**src/rtl/sdh_irq_pkg.sv**
```systemverilog
package sdh_irq_pkg;
    localparam int unsigned REG_AW = 3;
    localparam int unsigned REG_DW = 8;

    localparam logic [REG_AW-1:0] ADR_STS0 = 3'd0;
    localparam logic [REG_AW-1:0] ADR_STS1 = 3'd1;
    localparam logic [REG_AW-1:0] ADR_STS2 = 3'd2;
    localparam logic [REG_AW-1:0] ADR_STS3 = 3'd3;
    localparam logic [REG_AW-1:0] ADR_MSK0 = 3'd4;
    localparam logic [REG_AW-1:0] ADR_MSK1 = 3'd5;
    localparam logic [REG_AW-1:0] ADR_CFG  = 3'd6;

    // configuration byte bit positions
    localparam int unsigned CFG_GLB_EN  = 7;
    localparam int unsigned CFG_SRC_D3  = 6;
    localparam int unsigned CFG_SRC_PIN = 5;
    localparam int unsigned CFG_POL_HI  = 4;
    localparam int unsigned CFG_CRC_AB  = 3;

    typedef enum logic [0:0] {
        CD_ABSENT  = 1'b0,
        CD_PRESENT = 1'b1
    } cd_state_e;
endpackage

```
**src/rtl/sdh_sync.sv**
```systemverilog
module sdh_sync #(
    parameter int unsigned W      = 2,
    parameter int unsigned STAGES = 2
) (
    input  logic         clk,
    input  logic         rst_n,
    input  logic [W-1:0] async_i,
    output logic [W-1:0] sync_o
);
    logic [STAGES-1:0][W-1:0] stage_q;

    always_ff @(posedge clk or negedge rst_n) begin
        if (!rst_n) begin
            stage_q <= '0;
        end else begin
            stage_q[0] <= async_i;
            for (int s = 1; s < STAGES; s++) begin
                stage_q[s] <= stage_q[s-1];
            end
        end
    end

    assign sync_o = stage_q[STAGES-1];
endmodule

```
**src/rtl/sdh_sticky.sv**
```systemverilog
module sdh_sticky #(
    parameter int unsigned W = 8
) (
    input  logic         clk,
    input  logic         rst_n,
    input  logic [W-1:0] set_i,
    input  logic [W-1:0] clr_i,
    output logic [W-1:0] q_o
);
    for (genvar b = 0; b < W; b++) begin : g_bit
        logic bit_q;

        // a set event has priority over a write-1 clear in the same cycle
        always_ff @(posedge clk or negedge rst_n) begin
            if (!rst_n) begin
                bit_q <= 1'b0;
            end else if (set_i[b]) begin
                bit_q <= 1'b1;
            end else if (clr_i[b]) begin
                bit_q <= 1'b0;
            end
        end

        assign q_o[b] = bit_q;

        AST_SET_WINS: assert property (@(posedge clk) disable iff (!rst_n)
            set_i[b] |=> q_o[b]);

        AST_HOLD_NO_CLEAR: assert property (@(posedge clk) disable iff (!rst_n)
            (q_o[b] && !clr_i[b]) |=> q_o[b]);
    end
endmodule

```
**src/rtl/sdh_cd_detect.sv**
```systemverilog
module sdh_cd_detect
    import sdh_irq_pkg::*;
(
    input  logic clk,
    input  logic rst_n,
    input  logic pin_s,
    input  logic dat3_s,
    input  logic sel_pin,
    input  logic sel_dat3,
    input  logic pol_hi,
    output logic insert_p,
    output logic change_p
);
    cd_state_e state_q;
    cd_state_e state_d;
    logic      raw_sel;
    logic      present;

    // source selection: DAT3 has priority, no source means absent
    always_comb begin
        raw_sel = 1'b0;
        if (sel_dat3) begin
            raw_sel = dat3_s;
        end else if (sel_pin) begin
            raw_sel = pin_s;
        end
        present = (sel_dat3 || sel_pin) && (pol_hi ? raw_sel : !raw_sel);
    end

    always_ff @(posedge clk or negedge rst_n) begin
        if (!rst_n) begin
            state_q <= CD_ABSENT;
        end else begin
            state_q <= state_d;
        end
    end

    always_comb begin
        state_d  = state_q;
        insert_p = 1'b0;
        change_p = 1'b0;
        unique case (state_q)
            CD_ABSENT: begin
                if (present) begin
                    state_d  = CD_PRESENT;
                    insert_p = 1'b1;
                    change_p = 1'b1;
                end
            end
            CD_PRESENT: begin
                if (!present) begin
                    state_d  = CD_ABSENT;
                    change_p = 1'b1;
                end
            end
        endcase
    end

    AST_INSERT_ENTERS_PRESENT: assert property (@(posedge clk) disable iff (!rst_n)
        insert_p |=> (state_q == CD_PRESENT));

    AST_CHANGE_MOVES_STATE: assert property (@(posedge clk) disable iff (!rst_n)
        change_p |=> (state_q != $past(state_q)));
endmodule

```
**src/rtl/sdh_irq_status.sv**
```systemverilog
module sdh_irq_status
    import sdh_irq_pkg::*;
(
    input  logic              clk,
    input  logic              rst_n,
    input  logic [REG_AW-1:0] bus_addr,
    input  logic              bus_wen,
    input  logic [REG_DW-1:0] bus_wdata,
    output logic [REG_DW-1:0] bus_rdata,
    input  logic [1:0]        ev_data_done,
    input  logic [7:0]        ev_cmd,
    input  logic              wp_level,
    input  logic              busy_cmd,
    input  logic              busy_data,
    input  logic              card_pin,
    input  logic              card_dat3,
    output logic              irq,
    output logic              clk_freeze_en,
    output logic              crc_abort
);
    localparam int unsigned S0_W = 4;  // sticky bits 7..4 of status 0
    localparam int unsigned S1_W = 8;  // sticky bits 7..0 of status 1

    logic [S0_W-1:0] s0_q, s0_set, s0_clr;
    logic [S1_W-1:0] s1_q, s1_clr;
    logic [S0_W-1:0] msk0_q;   // enables status-0 bits 7..4
    logic [S1_W-1:1] msk1_q;   // enables status-1 bits 7..1
    logic [7:3]      cfg_q;
    logic            freeze_q;
    logic [1:0]      cd_sync;  // {dat3, pin}
    logic            insert_p, change_p;
    logic            wr_s0, wr_s1, wr_s2, wr_m0, wr_m1, wr_cfg;

    assign wr_s0  = bus_wen && (bus_addr == ADR_STS0);
    assign wr_s1  = bus_wen && (bus_addr == ADR_STS1);
    assign wr_s2  = bus_wen && (bus_addr == ADR_STS2);
    assign wr_m0  = bus_wen && (bus_addr == ADR_MSK0);
    assign wr_m1  = bus_wen && (bus_addr == ADR_MSK1);
    assign wr_cfg = bus_wen && (bus_addr == ADR_CFG);

    sdh_sync #(.W(2), .STAGES(2)) i_sync (
        .clk     (clk),
        .rst_n   (rst_n),
        .async_i ({card_dat3, card_pin}),
        .sync_o  (cd_sync)
    );

    sdh_cd_detect i_cd (
        .clk      (clk),
        .rst_n    (rst_n),
        .pin_s    (cd_sync[0]),
        .dat3_s   (cd_sync[1]),
        .sel_pin  (cfg_q[CFG_SRC_PIN]),
        .sel_dat3 (cfg_q[CFG_SRC_D3]),
        .pol_hi   (cfg_q[CFG_POL_HI]),
        .insert_p (insert_p),
        .change_p (change_p)
    );

    assign s0_set = {insert_p, change_p, ev_data_done[1], ev_data_done[0]};
    assign s0_clr = wr_s0 ? bus_wdata[7:4] : '0;
    assign s1_clr = wr_s1 ? bus_wdata : '0;

    sdh_sticky #(.W(S0_W)) i_sts0 (
        .clk   (clk),
        .rst_n (rst_n),
        .set_i (s0_set),
        .clr_i (s0_clr),
        .q_o   (s0_q)
    );

    sdh_sticky #(.W(S1_W)) i_sts1 (
        .clk   (clk),
        .rst_n (rst_n),
        .set_i (ev_cmd),
        .clr_i (s1_clr),
        .q_o   (s1_q)
    );

    always_ff @(posedge clk or negedge rst_n) begin
        if (!rst_n) begin
            msk0_q   <= '0;
            msk1_q   <= '0;
            cfg_q    <= '0;
            freeze_q <= 1'b0;
        end else begin
            if (wr_m0)  msk0_q   <= bus_wdata[7:4];
            if (wr_m1)  msk1_q   <= bus_wdata[7:1];
            if (wr_cfg) cfg_q    <= bus_wdata[7:3];
            if (wr_s2)  freeze_q <= bus_wdata[7];
        end
    end

    always_comb begin
        bus_rdata = '0;
        case (bus_addr)
            ADR_STS0: bus_rdata = {s0_q, cd_sync[0], cd_sync[1], wp_level, 1'b0};
            ADR_STS1: bus_rdata = s1_q;
            ADR_STS2: bus_rdata = {freeze_q, 1'b0, busy_data, busy_cmd, 4'b0};
            ADR_STS3: bus_rdata = '0;
            ADR_MSK0: bus_rdata = {msk0_q, 4'b0};
            ADR_MSK1: bus_rdata = {msk1_q, 1'b0};
            ADR_CFG:  bus_rdata = {cfg_q, 3'b0};
            default:  bus_rdata = '0;
        endcase
    end

    assign irq = cfg_q[CFG_GLB_EN] &&
                 ((|(s0_q & msk0_q)) || (|(s1_q[7:1] & msk1_q)));
    assign clk_freeze_en = freeze_q;
    assign crc_abort     = cfg_q[CFG_CRC_AB];

    AST_IRQ_NEEDS_GLOBAL: assert property (@(posedge clk) disable iff (!rst_n)
        irq |-> cfg_q[CFG_GLB_EN]);

    AST_W1C_ALL: assert property (@(posedge clk) disable iff (!rst_n)
        (wr_s1 && (bus_wdata == 8'hFF) && (ev_cmd == 8'h00)) |=> (s1_q == 8'h00));

    AST_SDIO_ONLY_NO_IRQ: assert property (@(posedge clk) disable iff (!rst_n)
        ((s1_q == 8'h01) && ((s0_q & msk0_q) == '0)) |-> !irq);
endmodule

```
**config.mk**
```make
export PLATFORM = sky130hd
export DESIGN_NAME = sdh_irq_status
export DESIGN_NICKNAME = d
export VERILOG_FILES = /design/src/rtl/sdh_irq_pkg.sv /design/src/rtl/sdh_sync.sv /design/src/rtl/sdh_sticky.sv /design/src/rtl/sdh_cd_detect.sv /design/src/rtl/sdh_irq_status.sv
export SDC_FILE = /design/constraint.sdc
export NUM_CORES = 1
export LEC_CHECK = 0
export CORE_ASPECT_RATIO = 0.9
export CORE_MARGIN = 2
export CORE_UTILIZATION = 50
export CTS_CLUSTER_DIAMETER = 50
export DETAILED_ROUTE_END_ITERATION = 7
export GPL_TIMING_DRIVEN = 0
export HOLD_SLACK_MARGIN = 0.03
export PLACE_DENSITY_LB_ADDON = 0.3
export SLEW_MARGIN = 5
export SYNTH_ARGS = -nofsm -noshare
export SYNTH_HDL_FRONTEND = slang
export SYNTH_HIERARCHICAL = 1
export SYNTH_SLANG_ARGS = --single-unit
```
**constraint.sdc**
```tcl
create_clock -name clk -period 1.93 [get_ports clk]
set_input_delay 0.386 -clock clk [delete_from_list [all_inputs] [get_ports clk]]
set_output_delay 0.386 -clock clk [all_outputs]
set_load 0.1 [all_outputs]
```
==> impl_results.rst <==
.. list-table::
   :header-rows: 1

   * - Metric
     - Value
   * - Number of filler instances in the final layout
     - 233
   * - Total of max-cap violations
     - 0
   * - Clock tree from TritonCTS
     - yes
   * - Arrival time at the worst endpoint
     - 1680 ps
   * - Routability congestion estimate
     - 0.932
   * - Die outline width
     - 68.2 um
   * - Wire length of the first global-routing pass
     - 7.02 mm
   * - Endpoints failing setup
     - 1
   * - Antenna violations before repair
     - 0
   * - Status
     - finished with violations
   * - Vias
     - 1370
   * - I/O pin total
     - 40
   * - Critical path peak fanout
     - 3
   * - CP top delay family
     - compound AO/OA/AOI/OAI gates
   * - Post-Syn Nets
     - 195
   * - Relative area change from synthesis to final layout
     - 37.4%
   * - Cells after Synth
     - 165
   * - Overall Global Routing Usage
     - 24.1%
   * - Post-detailed-placement half-perimeter wirelength
     - 3.23 mm
   * - Hold WC Path Type
     - input pin to async pin
   * - Area taken by flip-flops and latches
     - 852 sq um
   * - Routed length per instance
     - 18.0 um
   * - Floorplan Core Area
     - 0.00345 sq mm
   * - Number of global-route vias before repair
     - 1428
   * - Diode count
     - 0
   * - Clock Tree Root
     - sky130_fd_sc_hd__clkbuf_8
   * - DRC viols
     - 0
   * - Via-to-Cell Ratio
     - 5.48
   * - Maximum buffer depth of the clock tree
     - 2
   * - Leakage power figure
     - 1.07 nW
   * - Crit path capture type
     - output port
   * - Worst setup skew after layout
     - 10.2 ps
   * - Time the final worst path needs with I/O delays and setup
     - 2070 ps
   * - Detailed-router iteration count before antenna repair
     - 4
   * - Total of flip-flops plus latches after synthesis
     - 34
   * - Fraction of the cycle the final worst path needs
     - 107%
   * - Critical-path cell with the highest stage delay
     - sky130_fd_sc_hd__dfrtp_1
   * - Post-route design area
     - 0.00254 sq mm
   * - Most common cell after layout, fill and taps aside
     - sky130_fd_sc_hd__dfrtp_1
   * - Number of rows created at floorplan
     - 20
   * - Number of hold buffers added after CTS
     - 0
   * - Vertical extent of the die
     - 61.7 um
   * - Routed Antenna Nets
     - 0
   * - Count of endpoints failing hold in the final timing report
     - 0
   * - Post-synthesis cell area
     - 0.00185 sq mm
   * - Clock latency of the later-clocked register in the worst-skew pair
     - 290 ps
   * - Number of flops mapped to enable cells by yosys
     - 0
   * - Total power divided by cell area
     - 869 mW/mm^2
   * - Most frequent cells in the layout
     - 33 x sky130_fd_sc_hd__dfrtp_1, 22 x sky130_fd_sc_hd__clkdlybuf4s50_1, 18 x sky130_fd_sc_hd__mux2_2
   * - Maximum number of pins on one net before global-route repair
     - 35
   * - Placement Cell Area
     - 0.00234 sq mm
   * - Multi-input combinational cell area
     - 942 sq um
   * - Max Slew Vio Count
     - 0
   * - Maximum achievable frequency
     - 0.483 GHz
   * - Violation count after the first detailed-route iteration
     - 56
   * - Max H-tree Level
     - 2
   * - Data required, critical path
     - 1540 ps
   * - Failing checks
     - setup timing
   * - Slew at the pin with the worst max-slew slack
     - 949 ps
   * - Biggest cell delay along the critical path
     - 400 ps
   * - Number of unique standard cell types used by synthesis
     - 35
   * - Primary FF master, synth
     - sky130_fd_sc_hd__dfrtp_1
   * - Rel. slew slack
     - 37.0%
   * - Clock-pin slew on the worst setup and hold paths
     - 70 ps
   * - Sinks on Clock Net
     - 34
   * - Number of buffers added on ports
     - 36
   * - Proportion of register bits with asynchronous set or reset after synthesis
     - 100%
   * - Critical path class
     - flop to output port
   * - Synth warn
     - 6
   * - Final core utilization
     - 73.7%
   * - Fraction of layout cells with a size suffix above 1
     - 38.8%
   * - Number of clock buffers inserted by TritonCTS
     - 5
   * - Mean area per synthesized cell
     - 11.2 sq um
   * - CP Buf/Inv Count
     - 1
   * - Final wirelength
     - 4.51 mm
   * - Area of the die
     - 0.00421 sq mm
   * - Final-stage net count
     - 235
   * - Final global-route overflow total
     - 0
   * - Series of cell instances along the critical path
     - a22o_1, a221oi_2, and3_4, a21boi_4, buf_12
   * - Share of the yosys chip area belonging to registers
     - 45.9%
   * - Setup repair after global routing missed its margin
     - true
   * - Starting Density
     - 53.6%
   * - Setup WS post-layout
     - -140 ps
   * - Worst hold margin
     - 160 ps
   * - Critical Path Source Type
     - flop
   * - Maximum VDD drop
     - 0.523 mV
==> cells by family (layout without fill, tap and decap cells) <==
| logic type | after synthesis | after routing | synth area share (%) |
|---|---|---|---|
| AO/OA/AOI/OAI | 30 | 30 | 11.9 |
| XOR/XNOR | 2 | 2 | 0.946 |
| adder cells (fa/ha/maj) | 1 | 1 | 0.676 |
| buffers and inverters | 38 | 79 | 11.4 |
| flip-flops | 34 | 34 | 45.9 |
| multiplexers | 28 | 28 | 17.7 |
| AND/OR/NAND/NOR | 32 | 32 | 11.4 |
==> cell type report <==
class,instances,area share (%)
multi-input cells,93,37.0
plain buffers,14,4.82
flip-flops and latches,34,33.5
clock buffers,8,3.15
well taps,44,2.16
repair buffers,39,16.7
inverters,18,2.66
==> cell usage after synthesis, types with 2 or more instances <==
cell type | instances | area [sq um]
sky130_fd_sc_hd__dfrtp_1 | 34 | 851
sky130_fd_sc_hd__and3_1 | 8 | 50.1
sky130_fd_sc_hd__a21oi_1 | 2 | 10.0
sky130_fd_sc_hd__o22ai_1 | 2 | 12.5
sky130_fd_sc_hd__buf_2 | 3 | 15.0
sky130_fd_sc_hd__nor2_1 | 8 | 30.0
sky130_fd_sc_hd__mux4_2 | 2 | 45.0
sky130_fd_sc_hd__mux2i_1 | 8 | 80.1
sky130_fd_sc_hd__buf_4 | 15 | 113
sky130_fd_sc_hd__a22o_1 | 2 | 17.5
sky130_fd_sc_hd__xnor2_1 | 2 | 17.5
sky130_fd_sc_hd__a21o_1 | 12 | 90.1
sky130_fd_sc_hd__inv_1 | 18 | 67.6
sky130_fd_sc_hd__a31oi_1 | 3 | 18.8
sky130_fd_sc_hd__mux2_2 | 18 | 203
sky130_fd_sc_hd__a22oi_1 | 2 | 15.0
sky130_fd_sc_hd__and2_1 | 8 | 50.1
==> registers in the layout, summed over array words and instances, names as in the netlist <==
name,cells
msk0_q,4
i_sts1/g_bit.bit_q,8
i_sync/stage_q,2
i_sync/sync_o,2
cfg_q,5
msk1_q,7
i_sts0/g_bit.bit_q,4
clk_freeze_en,1
i_cd/state_q,1
==> worst paths after layout <==
kind / start / cells after the start / slack (ps) / end
min in group clk: i_sync/stage_q[0]$_DFF_PN0_ / 0 / 360 / i_sync/sync_o[0]$_DFF_PN0_
max reg2reg: cfg_q[4]$_DFFE_PN0P_ / 6 / 480 / i_sts0/g_bit[2].bit_q$_DFFE_PN0P_
max: msk1_q[3]$_DFFE_PN0P_ / 5 / -140 / irq
min: rst_n / 1 / 160 / i_sts0/g_bit[2].bit_q$_DFFE_PN0P_
min reg2reg: i_sync/stage_q[0]$_DFF_PN0_ / 0 / 360 / i_sync/sync_o[0]$_DFF_PN0_
max in group asynchronous: rst_n / 1 / 1230 / clk_freeze_en$_DFFE_PN0P_
==> metrics by stage <==
step	power (mW)	std cells	TNS [ps]	setup WS [ps]
final	2.21	250	-140	-140
after global routing	2.31	250	-212	-206
after CTS	2.21	250	-148	-148
after detailed placement	1.63	245	-8240	-955
after global placement	1.60	245	-14070	-927
after floorplan	1.43	165	-839	-206
==> per-layer routing <==
metal | wire (um) | part of all wire (%) | track usage (%)
met4 | 61 | 1.4 | 10.0
met5 | 0 | 0 | 0
met2 | 2300 | 51 | 40.5
met3 | 262 | 5.8 | 5.77
met1 | 1880 | 42 | 30.2
==> what timing repair did <==
item / 4_1_cts / 5_1_grt
setup buffers: 1 / 2
gates resized for setup: 91 / 13
setup endpoints to repair: 11 / 9
pin swaps: 7 / 5
==> power by group <==
| part | internal (mW) | switching, mW |
|---|---|---|
| clock network | 0.256 | 0.245 |
| registers | 0.816 | 0.0846 |
| logic | 0.349 | 0.460 |
No activity file was read; power rests on OpenSTA's default activity.
